[src/rtl/hdlc_tx_pkg.sv]
package hdlc_tx_pkg;
  localparam int BYTE_W  = 8;
  localparam int CRC_W   = 16;
  localparam logic [BYTE_W-1:0] FLAG_OCTET  = 8'h7E;
  localparam logic [BYTE_W-1:0] ABORT_OCTET = 8'hFE;
  localparam logic [BYTE_W-1:0] MARK_OCTET  = 8'hFF;
  localparam logic [CRC_W-1:0]  CRC_POLY_R  = 16'h8408;
  localparam logic [CRC_W-1:0]  CRC_PRESET  = 16'hFFFF;

  typedef struct packed {
    logic              abort;
    logic              eop;
    logic [BYTE_W-1:0] data;
  } q_word_t;

  typedef enum logic [1:0] {
    PH_OUT   = 2'd0,
    PH_BODY  = 2'd1,
    PH_CHECK = 2'd2,
    PH_CLOSE = 2'd3
  } phase_e;
endpackage

[src/rtl/hdlc_tx_fifo.sv]
module hdlc_tx_fifo
  import hdlc_tx_pkg::*;
#(
  parameter int DEPTH = 16
) (
  input  logic              clk,
  input  logic              rst_n,
  input  logic              wr_valid,
  output logic              wr_ready,
  input  logic [BYTE_W-1:0] wr_data,
  input  logic              tag_eop_set,
  input  logic              tag_abort_set,
  input  logic              rd_pop,
  output q_word_t           rd_word,
  output logic              empty
);
  localparam int AW = (DEPTH > 1) ? $clog2(DEPTH) : 1;
  localparam int CW = $clog2(DEPTH + 1);

  q_word_t        mem [DEPTH];
  logic [AW-1:0]  wp, rp;
  logic [CW-1:0]  count;
  logic           eop_arm, abort_arm;
  logic           do_wr, do_rd;

  function automatic logic [AW-1:0] bump(input logic [AW-1:0] p);
    return (p == AW'(DEPTH - 1)) ? '0 : p + AW'(1);
  endfunction

  assign wr_ready = (count != CW'(DEPTH));
  assign empty    = (count == '0);
  assign do_wr    = wr_valid && wr_ready;
  assign do_rd    = rd_pop && !empty;
  assign rd_word  = mem[rp];

  always_ff @(posedge clk) begin
    if (do_wr) mem[wp] <= '{abort: abort_arm | tag_abort_set,
                             eop:   eop_arm | tag_eop_set,
                             data:  wr_data};
  end

  always_ff @(posedge clk or negedge rst_n) begin
    if (!rst_n) begin
      wp <= '0; rp <= '0; count <= '0;
      eop_arm <= 1'b0; abort_arm <= 1'b0;
    end else begin
      if (do_wr) wp <= bump(wp);
      if (do_rd) rp <= bump(rp);
      case ({do_wr, do_rd})
        2'b10:   count <= count + CW'(1);
        2'b01:   count <= count - CW'(1);
        default: count <= count;
      endcase
      if (do_wr) begin
        eop_arm   <= 1'b0;
        abort_arm <= 1'b0;
      end else begin
        eop_arm   <= eop_arm | tag_eop_set;
        abort_arm <= abort_arm | tag_abort_set;
      end
    end
  end


  count_bound_chk: assert property (@(posedge clk) disable iff (!rst_n)
    count <= CW'(DEPTH));

  no_overflow_chk: assert property (@(posedge clk) disable iff (!rst_n)
    (!wr_ready && !do_rd) |=> !wr_ready);

  tag_clear_chk: assert property (@(posedge clk) disable iff (!rst_n)
    do_wr |=> (!eop_arm && !abort_arm));
endmodule

[src/rtl/hdlc_tx_crc.sv]
module hdlc_tx_crc
  import hdlc_tx_pkg::*;
(
  input  logic             clk,
  input  logic             rst_n,
  input  logic             init,
  input  logic             adv,
  input  logic             din,
  output logic [CRC_W-1:0] crc
);
  logic             fb;
  logic [CRC_W-1:0] nxt;

  assign fb  = crc[0] ^ din;
  assign nxt = {1'b0, crc[CRC_W-1:1]} ^ (fb ? CRC_POLY_R : '0);

  always_ff @(posedge clk or negedge rst_n) begin
    if (!rst_n)    crc <= CRC_PRESET;
    else if (init) crc <= CRC_PRESET;
    else if (adv)  crc <= nxt;
  end
endmodule

[src/rtl/hdlc_tx_framer.sv]
module hdlc_tx_framer
  import hdlc_tx_pkg::*;
(
  input  logic             clk,
  input  logic             rst_n,
  input  logic             bit_en,
  input  logic             free_run,
  input  logic             tx_en,
  input  logic             mark_fill,
  input  logic             transparent,
  input  q_word_t          head,
  input  logic             empty,
  output logic             pop,
  input  logic [CRC_W-1:0] crc,
  output logic             crc_init,
  output logic             crc_adv,
  output logic             crc_din,
  output logic             tx_bit
);
  localparam int FIELD_W = CRC_W;
  localparam int CNT_W   = $clog2(FIELD_W + 1);
  localparam int RUN_MAX = 5;

  function automatic logic [FIELD_W-1:0] widen(input logic [BYTE_W-1:0] b);
    return {{(FIELD_W-BYTE_W){1'b0}}, b};
  endfunction

  logic               tick, stuff_now, boundary;
  logic [FIELD_W-1:0] shreg;
  logic [CNT_W-1:0]   cnt;
  logic               stuffing, crc_on;
  logic [2:0]         ones;
  phase_e             ph;

  logic               nf_go, nf_stuff, nf_crc, nf_pop, nf_init;
  logic [FIELD_W-1:0] nf_data;
  logic [CNT_W-1:0]   nf_len;
  phase_e             nf_ph;

  assign tick      = bit_en | free_run;
  assign stuff_now = (ones == 3'(RUN_MAX));
  assign boundary  = tick && !stuff_now && (cnt == '0);

  always_comb begin
    nf_go    = 1'b1;
    nf_data  = widen(MARK_OCTET);
    nf_len   = CNT_W'(BYTE_W);
    nf_stuff = 1'b0;
    nf_crc   = 1'b0;
    nf_pop   = 1'b0;
    nf_init  = 1'b0;
    nf_ph    = ph;
    unique case (ph)
      PH_OUT: begin
        if (!tx_en) begin
          nf_go = 1'b0;
        end else if (transparent) begin
          if (!empty) begin
            nf_data = widen(head.data);
            nf_pop  = 1'b1;
          end
        end else if (!empty) begin
          nf_data = widen(FLAG_OCTET);
          nf_init = 1'b1;
          nf_ph   = PH_BODY;
        end else if (mark_fill) begin
          nf_data = widen(FLAG_OCTET);
        end
      end
      PH_BODY: begin
        if (!empty && !head.abort) begin
          nf_data  = widen(head.data);
          nf_stuff = 1'b1;
          nf_crc   = 1'b1;
          nf_pop   = 1'b1;
          nf_ph    = head.eop ? PH_CHECK : PH_BODY;
        end else begin
          nf_data = widen(ABORT_OCTET);
          nf_pop  = !empty;
          nf_ph   = PH_OUT;
        end
      end
      PH_CHECK: begin
        nf_data  = ~crc;
        nf_len   = CNT_W'(CRC_W);
        nf_stuff = 1'b1;
        nf_ph    = PH_CLOSE;
      end
      PH_CLOSE: begin
        nf_data = widen(FLAG_OCTET);
        nf_ph   = PH_OUT;
      end
      default: nf_ph = PH_OUT;
    endcase
  end

  assign pop      = boundary && nf_go && nf_pop;
  assign crc_init = boundary && nf_go && nf_init;
  assign crc_adv  = tick && !stuff_now &&
                    ((cnt != '0) ? crc_on : (nf_go && nf_crc));
  assign crc_din  = (cnt != '0) ? shreg[0] : nf_data[0];

  always_ff @(posedge clk or negedge rst_n) begin
    if (!rst_n) begin
      tx_bit   <= 1'b1;
      shreg    <= '0;
      cnt      <= '0;
      stuffing <= 1'b0;
      crc_on   <= 1'b0;
      ones     <= '0;
      ph       <= PH_OUT;
    end else if (tick) begin
      if (stuff_now) begin
        tx_bit <= 1'b0;
        ones   <= '0;
      end else if (cnt != '0) begin
        tx_bit <= shreg[0];
        shreg  <= {1'b0, shreg[FIELD_W-1:1]};
        cnt    <= cnt - CNT_W'(1);
        ones   <= (stuffing && shreg[0]) ? ones + 3'd1 : 3'd0;
      end else if (nf_go) begin
        tx_bit   <= nf_data[0];
        shreg    <= {1'b0, nf_data[FIELD_W-1:1]};
        cnt      <= nf_len - CNT_W'(1);
        stuffing <= nf_stuff;
        crc_on   <= nf_crc;
        ones     <= (nf_stuff && nf_data[0]) ? ones + 3'd1 : 3'd0;
        ph       <= nf_ph;
      end else begin
        tx_bit <= 1'b1;
      end
    end
  end


  pace_chk: assert property (@(posedge clk) disable iff (!rst_n)
    !tick |=> $stable(tx_bit));

  stuff_zero_chk: assert property (@(posedge clk) disable iff (!rst_n)
    (tick && stuff_now) |=> !tx_bit);

  halt_one_chk: assert property (@(posedge clk) disable iff (!rst_n)
    (boundary && ph == PH_OUT && !tx_en) |=> tx_bit);

  frame_continue_chk: assert property (@(posedge clk) disable iff (!rst_n)
    (boundary && ph != PH_OUT) |=> (cnt != '0));

  underrun_abort_chk: assert property (@(posedge clk) disable iff (!rst_n)
    (boundary && ph == PH_BODY && empty) |=> !tx_bit);
endmodule

[src/rtl/hdlc_tx_tagged.sv]
module hdlc_tx_tagged
  import hdlc_tx_pkg::*;
#(
  parameter int FIFO_DEPTH = 16
) (
  input  logic              clk,
  input  logic              rst_n,
  input  logic              wr_valid,
  output logic              wr_ready,
  input  logic [BYTE_W-1:0] wr_data,
  input  logic              tag_eop_set,
  input  logic              tag_abort_set,
  input  logic              tx_en,
  input  logic              mark_fill,
  input  logic              transparent,
  input  logic              free_run,
  input  logic              bit_en,
  output logic              tx_bit,
  output logic              fifo_empty
);
  q_word_t          head;
  logic             pop, empty_w;
  logic             crc_init, crc_adv, crc_din;
  logic [CRC_W-1:0] crc_val;

  hdlc_tx_fifo #(.DEPTH(FIFO_DEPTH)) u_fifo (
    .clk(clk), .rst_n(rst_n),
    .wr_valid(wr_valid), .wr_ready(wr_ready), .wr_data(wr_data),
    .tag_eop_set(tag_eop_set), .tag_abort_set(tag_abort_set),
    .rd_pop(pop), .rd_word(head), .empty(empty_w)
  );

  hdlc_tx_crc u_crc (
    .clk(clk), .rst_n(rst_n),
    .init(crc_init), .adv(crc_adv), .din(crc_din), .crc(crc_val)
  );

  hdlc_tx_framer u_framer (
    .clk(clk), .rst_n(rst_n),
    .bit_en(bit_en), .free_run(free_run), .tx_en(tx_en),
    .mark_fill(mark_fill), .transparent(transparent),
    .head(head), .empty(empty_w), .pop(pop),
    .crc(crc_val), .crc_init(crc_init), .crc_adv(crc_adv), .crc_din(crc_din),
    .tx_bit(tx_bit)
  );

  assign fifo_empty = empty_w;
endmodule

[config.mk]
export PLATFORM = sky130hd
export DESIGN_NAME = hdlc_tx_tagged
export DESIGN_NICKNAME = d
export VERILOG_FILES = /design/src/rtl/hdlc_tx_pkg.sv /design/src/rtl/hdlc_tx_fifo.sv /design/src/rtl/hdlc_tx_crc.sv /design/src/rtl/hdlc_tx_framer.sv /design/src/rtl/hdlc_tx_tagged.sv
export SDC_FILE = /design/constraint.sdc
export NUM_CORES = 1
export LEC_CHECK = 0
export BUFFER_PORTS_ARGS = -buffer_cell sky130_fd_sc_hd__buf_4
export CAP_MARGIN = 15
export CORE_MARGIN = 1
export CORE_UTILIZATION = 45
export DETAILED_ROUTE_END_ITERATION = 12
export GPL_ROUTABILITY_DRIVEN = 0
export PLACE_DENSITY_LB_ADDON = 0.1
export SYNTH_ARGS = -nofsm -noshare
export SYNTH_HDL_FRONTEND = slang
export SYNTH_SLANG_ARGS = --single-unit
[constraint.sdc]
create_clock -name clk -period 7.7 [get_ports clk]
set_input_delay 1.54 -clock clk [delete_from_list [all_inputs] [get_ports clk]]
set_output_delay 1.54 -clock clk [all_outputs]
set_load 0.02 [all_outputs]
==> Flow_metrics.wiki <==
{| class="wikitable"
! Metric !! Value
|-
| IR Drop Worst-Case VDD || 0.178 mV
|-
| Worst setup margin || roughly 3700 ps
|-
| P_sw || 0.963 mW
|-
| Post-synth net total || around 620
|-
| Wire length per cell after detailed routing || 21.2 um
|-
| Final Critical Period || 4020 ps
|-
| Clock tree from TritonCTS || done
|-
| Hold Worst Slack || 469 ps
|-
| Detailed router's first-iteration violation count || 242
|-
| Worst-case clock skew || between 20 and 25 ps
|-
| H-tree level count || 1
|-
| Slowest cell delay on critical path || 500 ps
|-
| Number of maximum-capacitance violations || 0
|-
| Cell family contributing the most delay on the critical path || simple AND/OR/NAND/NOR gates
|-
| Critical Path End Type || register
|-
| Number of pins exceeding their max-slew limit in the final report || 0
|-
| Clock transition at path regs || 60 ps
|-
| Count of port buffers added during placement || 20
|-
| Critical path arrival || about 4400 ps
|-
| Total length of routed wires || 19,200 um
|-
| Most used cells in the layout excluding fill and tap cells || sky130_fd_sc_hd__edfxtp_1, sky130_fd_sc_hd__mux4_2, sky130_fd_sc_hd__o21ai_0, sky130_fd_sc_hd__dfrtp_1, sky130_fd_sc_hd__buf_4
|-
| Count of placed standard cells in the final layout, fillers left out || 905
|-
| Status || finished, final reports clean
|-
| Post-synthesis sequential area ratio || 67.2%
|-
| Total cell area at the placement stage || between 9000 and 10,000 um^2
|-
| Via count of the first global-routing pass || approximately 5,300
|-
| Total placed cells including tap cells || 859
|-
| Via count of the routed design || 5,128
|-
| Area of the mapped netlist || around 9400 um^2
|-
| GRT overflow || 0
|-
| Worst-path fanout max || 10
|-
| Share of final-layout standard cells stronger than drive strength 1 || 23.9%
|-
| WS Path Type || in -> reg
|-
| Number of hold buffers added after CTS || 0
|-
| Clock Root Buffer || sky130_fd_sc_hd__clkbuf_16
|-
| Power density over the cells || roughly 320 nW/um^2
|-
| Global-route wire length before repair || 30,500 um
|-
| Number of hold-slack violations in the final timing report || 0
|-
| Post-Synthesis Cells || 584
|-
| Number of antenna violations at the first check in global routing || 0
|-
| Setup crit start kind || input port
|-
| Critical Path Start || free_run
|-
| Cts repair resizes || 0
|-
| Post-route cell area || between 10,000 and 15,000 um^2
|-
| Vias per std cell || 5.67
|-
| Crit path cell chain || buf_4 > nor2_1 > a21oi_1 > nand3_2 > nor3_2 > ha_1 > ha_1 > a21o_1 > a21oi_1 > xor2_1 > nor2_1 > xnor2_1
|-
| First-pass detailed-route iteration total || 5
|-
| Post-Place Worst Slack || 3180 ps
|-
| Unrepaired setup endpoints after global routing || no
|-
| Detail Route Antenna Nets || 0
|-
| DRC violation count after routing || 0
|-
| Die Outline Area || 21,400 um^2
|-
| Number of clock sinks || 219
|-
| Number of CTS-inserted buffers || 24
|-
| Average cell area after synthesis || 16.1 um^2
|-
| Global-route total usage across every layer || 18.8%
|-
| Remaining max-slew budget at the tightest pin || 26.1%
|-
| Row count || 52
|-
| Clk network pwr share || 31.3%
|-
| Area growth from synthesis to layout || 12.9%
|-
| HP Start || u_framer.stuffing$_DFFE_PN0P_
|-
| Final worst path period share || 52.2%
|-
| Boundary Pins || 21
|-
| Buffer and inverter count on the worst path || 1
|-
| Vertical extent of the die || 146 um
|-
| Synth Register Bits || 219
|-
| Number of setup buffers added after CTS || 0
|-
| Most common cell after layout, fill and taps aside || sky130_fd_sc_hd__edfxtp_1
|-
| Leakage component of the power || 3.72 nW
|-
| HPWL after DPL || 12,100 um
|-
| Share of power burned in combinational logic || 20.4%
|-
| Slowest library cell on the worst path || sky130_fd_sc_hd__nor3_2
|-
| Count of distinct cell types in the synthesized netlist || 54
|-
| Core ar. || 20,300 um^2
|-
| Core utilization of the finished layout || between 50% and 60%
|-
| Number of antenna cells inserted || 0
|-
| # setup viols final || 0
|-
| Final Net Count || 652
|-
| Source-to-sink clock delay at the later pin of the worst-skew pair || 530 ps
|-
| Total power consumption of the routed design || 3.34 mW
|-
| Startpoint of the lowest-slack register-to-register path || u_framer.ones[0]$_DFFE_PN0P_
|-
| YS warnings || 0
|-
| Achievable clock frequency || 249 MHz
|-
| Class of the tightest hold or removal check || reg -> reg
|-
| Transition time at the pin with the least slew margin || between 1000 and 1500 ps
|-
| Net switching share of the total power || 28.9%
|-
| Required time reported for the critical path endpoint || 8110 ps
|-
| Cell internal power dissipation || about 2.4 mW
|-
| Final sum of negative setup slack || 0 ps
|-
| Initial Util || a little under half
|-
| Die width || 146 um
|-
| Deepest clock path buffer count || 3
|-
| Sequential Power Share || 48.3%
|-
| Maximum number of pins on one net before global-route repair || 60
|}
power groups by stage:
stage / combinational (mW) / clock [mW] / sequential (mW)
finish: 0.681 / 1.05 / 1.61
global route: 0.755 / 1.12 / 1.63
CTS: 0.689 / 1.07 / 1.61
detailed placement: 0.685 / 0 / 1.63
global placement: 0.666 / 0 / 1.62
floorplan: 0.525 / 0 / 1.58
area by class of cell:
type | instances | area [um^2]
well taps | 270 | 338
clock inverters | 12 | 80.1
inverters | 17 | 63.8
multi-input cells | 316 | 2840
repair buffers | 39 | 300
clock buffers | 32 | 651
fillers | 1696 | 9720
flip-flops and latches | 219 | 6300
per-layer routing:
layer | part of all wire (%) | global-route usage (%)
met1 | 42 | 24.1
met2 | 52 | 33.5
met3 | 3.5 | 2.78
met4 | 2.2 | 4.95
met5 | 0 | 0
tightest hold or removal path: stages, from the launching register on:
cell,delay (ps)
sky130_fd_sc_hd__dfrtp_1,340
sky130_fd_sc_hd__nand2_1,50
sky130_fd_sc_hd__nand2_1,50
final timing paths:
kind	endpoint	slack, ps	cells after the start
setup / recovery	u_fifo.count[4]$_DFFE_PN0P_	3680	12
hold / removal	u_framer.stuffing$_DFFE_PN0P_	470	2
setup reg to reg	u_fifo.count[4]$_DFFE_PN0P_	4160	11
hold reg to reg	u_framer.stuffing$_DFFE_PN0P_	470	2
max in group asynchronous	u_fifo.rp[1]$_DFFE_PN0P_	6060	1
min in group asynchronous	u_fifo.wp[0]$_DFFE_PN0P_	1080	1
Yosys cell counts, drive strengths merged:
library cell | count | area, um^2
a21o | 5 | 37.5
xor2 | 3 | 26.3
inv | 17 | 63.8
and3 | 3 | 18.8
nor4 | 3 | 33.8
clkbuf | 13 | 48.8
a22o | 1 | 8.76
o31ai | 2 | 15.0
nor3 | 8 | 50.1
a211o | 1 | 8.76
ha | 16 | 200
xnor3 | 2 | 45.0
or3 | 4 | 25.0
o22ai | 2 | 26.3
buf | 19 | 140
xnor2 | 9 | 78.8
dfrtp | 42 | 1050
o21bai | 1 | 7.51
mux4 | 46 | 1040
and2 | 5 | 31.3
a211oi | 1 | 7.51
edfxtp | 160 | 4800
o21ai | 44 | 220
nand4b | 1 | 8.76
nor2b | 1 | 6.26
a22oi | 1 | 12.5
o211ai | 1 | 7.51
mux2i | 12 | 120
o41ai | 2 | 17.5
nand4 | 1 | 6.26
o21a | 1 | 7.51
a31oi | 8 | 50.1
dfstp | 17 | 447
mux2 | 3 | 33.8
fa | 1 | 20.0
nand2b | 8 | 50.1
a31o | 1 | 8.76
nand2 | 37 | 139
nor2 | 26 | 97.6
nand3 | 11 | 60.1
a21oi | 27 | 135
o22a | 16 | 143
or2 | 2 | 12.5
cell families after synthesis:
group                      Yosys count  synth area share (%)
xor gates and xnor gates            14                  1.60
buffers and inverters               49                  2.70
DFF                                219                  67.2
muxes                               61                  12.8
adders and majority gates           17                  2.35
and+or+nand+nor                    110                  5.75
AOI/OAI and AO/OA                  114                  7.61
sequential cells by signal (all words and copies together) (netlist names), named ones only:
signal / flops
u_crc.crc: 16
u_fifo.abort_arm: 1
u_fifo.count: 5
u_fifo.eop_arm: 1
u_fifo.mem: 160
u_fifo.rp: 4
u_fifo.wp: 4
u_framer.cnt: 5
u_framer.crc_on: 1
u_framer.ones: 3
u_framer.ph: 1
u_framer.shreg: 15
u_framer.stuffing: 1
u_framer.tx_bit: 1
No activity file was read; power rests on OpenSTA's default activity.
